$ cat src/rtl/dmacsr_pkg.sv
package dmacsr_pkg;
   // register index taken from bus_addr[5:4]
   localparam int unsigned REG_CTRL = 0;
   localparam int unsigned REG_DONE = 1;
   localparam int unsigned REG_ERR  = 2;
   localparam int unsigned NREG     = 3;

   // alias taken from bus_addr[3:2]
   typedef enum logic [1:0] {
      ALIAS_LOAD = 2'd0,
      ALIAS_SET  = 2'd1,
      ALIAS_CLR  = 2'd2,
      ALIAS_NONE = 2'd3
   } alias_e;

   // control register bit positions
   localparam int unsigned GATE_LSB   = 0;
   localparam int unsigned CRST_LSB   = 16;
   localparam int unsigned PBURST_BIT = 28;
   localparam int unsigned SBURST_BIT = 29;
   localparam int unsigned SRST_BIT   = 31;
   // status register enable field position
   localparam int unsigned EN_LSB     = 16;
endpackage

$ cat src/rtl/dmacsr_decode.sv
module dmacsr_decode
   import dmacsr_pkg::*;
#(
   parameter int unsigned ADDR_W = 8
) (
   input  logic              bus_wr,
   input  logic [ADDR_W-1:0] bus_addr,
   output logic [NREG-1:0]   sel,
   output logic [NREG-1:0]   wr_load,
   output logic [NREG-1:0]   wr_set,
   output logic [NREG-1:0]   wr_clr
);
   logic   in_map;
   alias_e al;

   assign al     = alias_e'(bus_addr[3:2]);
   assign in_map = (bus_addr[1:0] == 2'b00) && (al != ALIAS_NONE) &&
                   (bus_addr[ADDR_W-1:6] == '0);

   for (genvar r = 0; r < NREG; r++) begin : g_reg
      assign sel[r]     = in_map && (bus_addr[5:4] == 2'(r));
      assign wr_load[r] = bus_wr && sel[r] && (al == ALIAS_LOAD);
      assign wr_set[r]  = bus_wr && sel[r] && (al == ALIAS_SET);
      assign wr_clr[r]  = bus_wr && sel[r] && (al == ALIAS_CLR);
   end
endmodule

$ cat src/rtl/dmacsr_field.sv
module dmacsr_field #(
   parameter int unsigned W        = 8,
   parameter logic [W-1:0] RST_VAL = '0,
   parameter bit          SELF_CLR = 1'b0
) (
   input  logic         clk,
   input  logic         rst_n,
   input  logic         soft_rst,
   input  logic         wr_load,
   input  logic         wr_set,
   input  logic         wr_clr,
   input  logic [W-1:0] wdata,
   input  logic [W-1:0] hw_set,
   output logic [W-1:0] q
);
   logic [W-1:0] nxt;

   if (SELF_CLR) begin : g_pulse
      // bits live for one cycle only; clear alias has nothing to do
      assign nxt = (wr_load || wr_set) ? wdata : '0;
   end else begin : g_hold
      always_comb begin
         if (wr_load)     nxt = wdata;
         else if (wr_set) nxt = q | wdata;
         else if (wr_clr) nxt = q & ~wdata;
         else             nxt = q;
      end
   end

   always_ff @(posedge clk or negedge rst_n) begin
      if (!rst_n)        q <= RST_VAL;
      else if (soft_rst) q <= RST_VAL;
      else               q <= nxt | hw_set;
   end
endmodule

$ cat src/rtl/dmacsr_bank.sv
module dmacsr_bank
   import dmacsr_pkg::*;
#(
   parameter int unsigned NCH    = 8,
   parameter int unsigned ADDR_W = 8,
   parameter int unsigned DATA_W = 32
) (
   input  logic              clk,
   input  logic              rst_n,
   input  logic              bus_wr,
   input  logic [ADDR_W-1:0] bus_addr,
   input  logic [DATA_W-1:0] bus_wdata,
   output logic [DATA_W-1:0] bus_rdata,
   input  logic [NCH-1:0]    done_pulse,
   input  logic [NCH-1:0]    err_pulse,
   output logic [NCH-1:0]    gate_en,
   output logic [NCH-1:0]    chan_reset,
   output logic              sbus_burst8_en,
   output logic              pbus_burst_en,
   output logic [NCH-1:0]    done_irq_en,
   output logic [NCH-1:0]    err_irq_en,
   output logic              irq
);
   localparam logic [NCH-1:0] GATE_RST = '1;

   if (NCH < 1 || NCH > 12) begin : g_bad_nch
      $error("dmacsr_bank: NCH must be 1..12");
   end
   if (DATA_W != 32) begin : g_bad_dw
      $error("dmacsr_bank: DATA_W must be 32");
   end
   if (ADDR_W < 7) begin : g_bad_aw
      $error("dmacsr_bank: ADDR_W must be at least 7");
   end

   logic [NREG-1:0] sel, wr_load, wr_set, wr_clr;
   logic            soft_rst;
   logic [1:0]      burst_q;
   logic [NCH-1:0]  done_q, err_q;
   logic [NCH-1:0]  zero_hw;

   assign zero_hw = '0;

   dmacsr_decode #(.ADDR_W(ADDR_W)) u_dec (
      .bus_wr  (bus_wr),
      .bus_addr(bus_addr),
      .sel     (sel),
      .wr_load (wr_load),
      .wr_set  (wr_set),
      .wr_clr  (wr_clr)
   );

   assign soft_rst = (wr_load[REG_CTRL] || wr_set[REG_CTRL]) && bus_wdata[SRST_BIT];

   dmacsr_field #(.W(NCH), .RST_VAL(GATE_RST), .SELF_CLR(1'b0)) u_gate (
      .clk(clk), .rst_n(rst_n), .soft_rst(soft_rst),
      .wr_load(wr_load[REG_CTRL]), .wr_set(wr_set[REG_CTRL]), .wr_clr(wr_clr[REG_CTRL]),
      .wdata(bus_wdata[GATE_LSB +: NCH]), .hw_set(zero_hw), .q(gate_en)
   );

   dmacsr_field #(.W(NCH), .RST_VAL('0), .SELF_CLR(1'b1)) u_crst (
      .clk(clk), .rst_n(rst_n), .soft_rst(soft_rst),
      .wr_load(wr_load[REG_CTRL]), .wr_set(wr_set[REG_CTRL]), .wr_clr(wr_clr[REG_CTRL]),
      .wdata(bus_wdata[CRST_LSB +: NCH]), .hw_set(zero_hw), .q(chan_reset)
   );

   dmacsr_field #(.W(2), .RST_VAL(2'b00), .SELF_CLR(1'b0)) u_burst (
      .clk(clk), .rst_n(rst_n), .soft_rst(soft_rst),
      .wr_load(wr_load[REG_CTRL]), .wr_set(wr_set[REG_CTRL]), .wr_clr(wr_clr[REG_CTRL]),
      .wdata({bus_wdata[SBURST_BIT], bus_wdata[PBURST_BIT]}), .hw_set(2'b00), .q(burst_q)
   );

   assign sbus_burst8_en = burst_q[1];
   assign pbus_burst_en  = burst_q[0];

   dmacsr_field #(.W(NCH), .RST_VAL('0), .SELF_CLR(1'b0)) u_done (
      .clk(clk), .rst_n(rst_n), .soft_rst(soft_rst),
      .wr_load(wr_load[REG_DONE]), .wr_set(wr_set[REG_DONE]), .wr_clr(wr_clr[REG_DONE]),
      .wdata(bus_wdata[NCH-1:0]), .hw_set(done_pulse), .q(done_q)
   );

   dmacsr_field #(.W(NCH), .RST_VAL('0), .SELF_CLR(1'b0)) u_done_en (
      .clk(clk), .rst_n(rst_n), .soft_rst(soft_rst),
      .wr_load(wr_load[REG_DONE]), .wr_set(wr_set[REG_DONE]), .wr_clr(wr_clr[REG_DONE]),
      .wdata(bus_wdata[EN_LSB +: NCH]), .hw_set(zero_hw), .q(done_irq_en)
   );

   dmacsr_field #(.W(NCH), .RST_VAL('0), .SELF_CLR(1'b0)) u_err (
      .clk(clk), .rst_n(rst_n), .soft_rst(soft_rst),
      .wr_load(wr_load[REG_ERR]), .wr_set(wr_set[REG_ERR]), .wr_clr(wr_clr[REG_ERR]),
      .wdata(bus_wdata[NCH-1:0]), .hw_set(err_pulse), .q(err_q)
   );

   dmacsr_field #(.W(NCH), .RST_VAL('0), .SELF_CLR(1'b0)) u_err_en (
      .clk(clk), .rst_n(rst_n), .soft_rst(soft_rst),
      .wr_load(wr_load[REG_ERR]), .wr_set(wr_set[REG_ERR]), .wr_clr(wr_clr[REG_ERR]),
      .wdata(bus_wdata[EN_LSB +: NCH]), .hw_set(zero_hw), .q(err_irq_en)
   );

   assign irq = |(done_q & done_irq_en) || |(err_q & err_irq_en);

   // read word assembly
   logic [DATA_W-1:0] ctrl_word, done_word, err_word;

   always_comb begin
      ctrl_word = '0;
      ctrl_word[GATE_LSB +: NCH] = gate_en;
      ctrl_word[CRST_LSB +: NCH] = chan_reset;
      ctrl_word[PBURST_BIT]      = pbus_burst_en;
      ctrl_word[SBURST_BIT]      = sbus_burst8_en;
      done_word = '0;
      done_word[NCH-1:0]         = done_q;
      done_word[EN_LSB +: NCH]   = done_irq_en;
      err_word = '0;
      err_word[NCH-1:0]          = err_q;
      err_word[EN_LSB +: NCH]    = err_irq_en;
   end

   always_comb begin
      bus_rdata = '0;
      if (sel[REG_CTRL]) bus_rdata = ctrl_word;
      if (sel[REG_DONE]) bus_rdata = done_word;
      if (sel[REG_ERR])  bus_rdata = err_word;
   end
endmodule

$ cat config.mk
export PLATFORM = sky130hd
export DESIGN_NAME = dmacsr_bank
export DESIGN_NICKNAME = d
export VERILOG_FILES = /design/src/rtl/dmacsr_pkg.sv /design/src/rtl/dmacsr_decode.sv /design/src/rtl/dmacsr_field.sv /design/src/rtl/dmacsr_bank.sv
export SDC_FILE = /design/constraint.sdc
export NUM_CORES = 1
export LEC_CHECK = 0
export ABC_AREA = 1
export CORE_MARGIN = 8
export CORE_UTILIZATION = 35
export CTS_BUF_LIST = sky130_fd_sc_hd__clkbuf_8
export DETAILED_ROUTE_END_ITERATION = 6
export GPL_ROUTABILITY_DRIVEN = 0
export HOLD_SLACK_MARGIN = 0.15
export PLACE_DENSITY = 0.67
export SYNTH_ARGS = -nofsm -noshare
export SYNTH_HDL_FRONTEND = slang
export SYNTH_HIERARCHICAL = 1
export SYNTH_SLANG_ARGS = --single-unit
$ cat constraint.sdc
create_clock -name clk -period 3 [get_ports clk]
set_input_delay 0.9 -clock clk [delete_from_list [all_inputs] [get_ports clk]]
set_output_delay 0.9 -clock clk [all_outputs]
set_load 0.01 [all_outputs]
==> parameters.txt <==
Parameter                              Value

Outcome
  Run status ... finished with violations
  Violated checks ... setup timing

Drt
  Vias ... 3,967
  Routed len/inst ... 15.72 µm
  Antenna Violating Nets Remaining ... 0
  Number of iterations in the first detailed-routing pass ... 5
  Average vias per placed instance ... 4.768
  Aggregate routed wire length ... 13,080 µm
  Number of DRC markers after the initial detailed-route iteration ... 327
  Number of remaining DRC errors ... 0

STA
  Total negative slack for setup checks ... -0.8729 ns
  Endpoints failing hold ... 0
  Max-slew violation total from the final report ... 0
  Maximum operating frequency ... 324.8 MHz
  Worst Setup Slack, final ... -0.07843 ns
  Final setup violation count ... 18
  Min Clock Period, post-route ... 3.078 ns
  Fin crit share ... 102.6%
  Worst slew margin ... 60.29%
  RSZ-0062 raised after global routing ... true
  Final Skew ... 0 ns
  Worst Max-Slew Pin Slew ... 0.5956 ns

Layout
  Share of cells above drive strength 1 ... 22.03%
  Number of diodes added for antenna fixing ... 0
  Most common cell after layout, fill and taps aside ... sky130_fd_sc_hd__nand2_1
  # fillers ... 941
  Final non-filler cell total ... 832
  Multi-input gate area ... 0.002100 mm²
  Area Growth Syn to Fin ... 54.96%
  Reg area ... 0.001261 mm²
  Design area ... 0.005411 mm²
  Highest-count cells in the layout ignoring fill and taps ... sky130_fd_sc_hd__nand2_1, sky130_fd_sc_hd__inv_1, sky130_fd_sc_hd__nand3_1, sky130_fd_sc_hd__clkdlybuf4s50_1, sky130_fd_sc_hd__o21ai_0
  Final #Nets ... 757

Setup path
  Worst-case reg-to-reg path depth ... 4
  Setup crit end ... bus_rdata[2]
  Worst-case register-to-register setup slack ... 2.15 ns
  Dominant delay contributor by cell family on the critical path ... buffers and inverters
  Start of the worst register-to-register path ... u_err_en/q[7]
  Crit path arrival time ... 2.18 ns
  Highest net fanout along the worst path ... 4
  Nature of the critical path endpoint ... primary output
  Crit path depth ... 11
  Crit path required time ... 2.10 ns
  Critical-path top delay cell ... sky130_fd_sc_hd__buf_4
  CP max stage delay ... 0.17 ns
  List of cells traversed by the critical path ... buf_6 > nor2_4 > nand4_1 > buf_4 > nor3_4 > buf_6 > nor2_4 > clkbuf_16 > nand3_4 > nand3_2 > buf_6
  Crit path buf inv count ... 5
  Top cell by count, worst path ... sky130_fd_sc_hd__buf_6
  Startpoint kind of the worst setup timing path ... primary input
  Reg2reg end ... u_err_en/q[7]
  Type of the worst setup path ... in -> out
  Critical path launch point ... bus_addr[1]

Clocking
  Htree depth ... 2
  Clock tree sinks ... 50
  Cts bufs inserted ... 5
  Max Buffers Root-to-Sink ... 2
  Number of hold buffers added after CTS ... 0
  Clock tree root buffer cell ... sky130_fd_sc_hd__clkbuf_8
  TritonCTS clock tree ... yes
  Insertion delay of the later-clocked pin in the worst-skew pair ... 0.30 ns
  Clock slew at the register clock pins of the worst setup and hold paths ... 0.09 ns

Power
  Static leakage ... 2.703 nW
  Power Internal ... 0.9467 mW
  Switching pwr ... 0.3396 mW
  Peak supply drop ... 0.0001617 V
  Total power per unit cell area ... 237.7 mW/mm²
  Final Total Pwr ... 1.286 mW
  Clock share of power ... 29.2%
  Switching part of the total power ... 26.40%
  Power share of the sequential group ... 53.8%
  Proportion of power drawn by combinational gates ... 17.0%

Placed design
  Port buffer count ... 98
  Cells after DPL ... 814
  Post-DP Area ... 0.004900 mm²
  Worst-case setup slack after placement ... -1.005 ns
  Post-detail-place hpwl ... 9747 µm

Logic synthesis
  Post-Syn Area per Cell ... 6.564 µm²
  Gate count of the mapped netlist ... 532
  Netlist area before placement ... 0.003492 mm²
  Synth warnings ... 6
  Flip-flop and latch count after synthesis ... 50
  Post-synthesis cell type count ... 23
  Sequential share of the synthesized area ... 36.12%

Global route
  Total congestion overflow after global routing ... 0
  Maximum number of pins on one net before global-route repair ... 25
  Via count of the first global-routing pass ... 3,903
  All-Layer GR Usage ... 19.30%
  Number of antenna violations at the first check in global routing ... 0
  First-pass GRT wire length ... 20,330 µm

Die
  Boundary pin count ... 126
  Core area ... 0.009729 mm²
  Die X-Extent ... 115.9 µm
  Height of the chip ... 115.9 µm
  Starting density of the core ... 35.89%
  Area enclosed by the die boundary ... 0.01343 mm²
  Standard-cell row count ... 36

Min path
  Min-delay worst type ... reg -> reg

Run
  Max Cap Violations ... 0
[area by class of cell]
type,instances,share of cell area (%)
multi-input cells,400,38.80
well taps,133,3.075
flip-flops and latches,50,23.31
repair buffers,139,25.25
clock buffers,5,1.272
clock inverters,3,0.2081
inverters,102,8.092
[metrics by stage]
| step | util, % | hold slack [ns] |
|---|---|---|
| detailed placement | 50.36 | 0.5036 |
| floorplan | - | 0.5095 |
| global route | 55.62 | 0.5586 |
| global placement | 50.36 | 0.4981 |
| CTS | 53.83 | 0.5175 |
| finish | 55.62 | 0.5249 |
[cell usage after synthesis (all sizes together)]
master	instances	share of area, %
nor2	28	3.9
a21oi	8	1.1
o21ai	50	7.2
nor3	3	0.43
nand4	2	0.36
nand2	141	15
dfstp	8	6.0
buf	19	4.0
dfrtp	42	30
clkbuf	8	1.1
bufinv	4	2.0
o21a	1	0.22
conb	1	0.11
inv	98	11
nand3	119	17
[kinds of logic after synthesis]
group	count (synthesis)	synth area share, %
and+or+nand+nor	293	37.59
buffers and inverters	129	17.66
AOI/OAI and AO/OA	59	8.528
DFF	50	36.12
other	1	0.1074
[power by group through the flow]
stage               sequential [mW]  clock (mW)  combinational (mW)
floorplan                     0.705           0              0.0716
global placement              0.703           0               0.200
detailed placement            0.703           0               0.202
CTS                           0.691       0.384               0.210
global route                  0.693       0.410               0.239
finish                        0.692       0.376               0.219
[how the worst min path moves through the flow]
stage	start	to	slack [ns]	cells past startpoint
after floorplan	u_gate/q[6]	u_gate/q[6]	0.51	2
after global placement	u_gate/q[5]	u_gate/q[5]	0.50	2
after detailed placement	u_gate/q[5]	u_gate/q[5]	0.50	2
after CTS	u_gate/q[5]	u_gate/q[5]	0.52	2
after global routing	u_gate/q[4]	u_gate/q[4]	0.56	2
final	u_gate/q[5]	u_gate/q[5]	0.52	2
[state kept, by name (all words and copies together), names as in the netlist]
name,cells
u_done/q,8
u_err_en/q,8
u_done_en/q,8
u_err/q,8
u_gate/q,8
u_burst/q,2
u_crst/q,8
[layer usage]
| metal | part of all wire, % | routed length (µm) | up-vias | track usage [%] |
|---|---|---|---|---|
| met2 | 50 | 6521 | 160 | 33.68 |
| met5 | 0 | 0 | - | 0 |
| li1 | - | - | 1954 | - |
| met1 | 40 | 5290 | 1822 | 22.77 |
| met3 | 7.1 | 923 | 31 | 3.648 |
| met4 | 2.6 | 340 | 0 | 7.692 |
[worst register-to-register path, stage by stage (launching register included)]
cell and delay (ns):
sky130_fd_sc_hd__dfrtp_1 0.47, sky130_fd_sc_hd__nand3_1 0.12, sky130_fd_sc_hd__nand3_1 0.07, sky130_fd_sc_hd__nand2_1 0.06
sky130_fd_sc_hd__inv_1 0.03
[what timing repair did]
item | in CTS | in global routing
resized for setup | 161 | 40
pin swaps | 9 | 18
gates cloned | 1 | 1
buffers inserted | 8 | 2
endpoints found under the setup margin | 18 | 18
(Power assumes the default switching activity.)
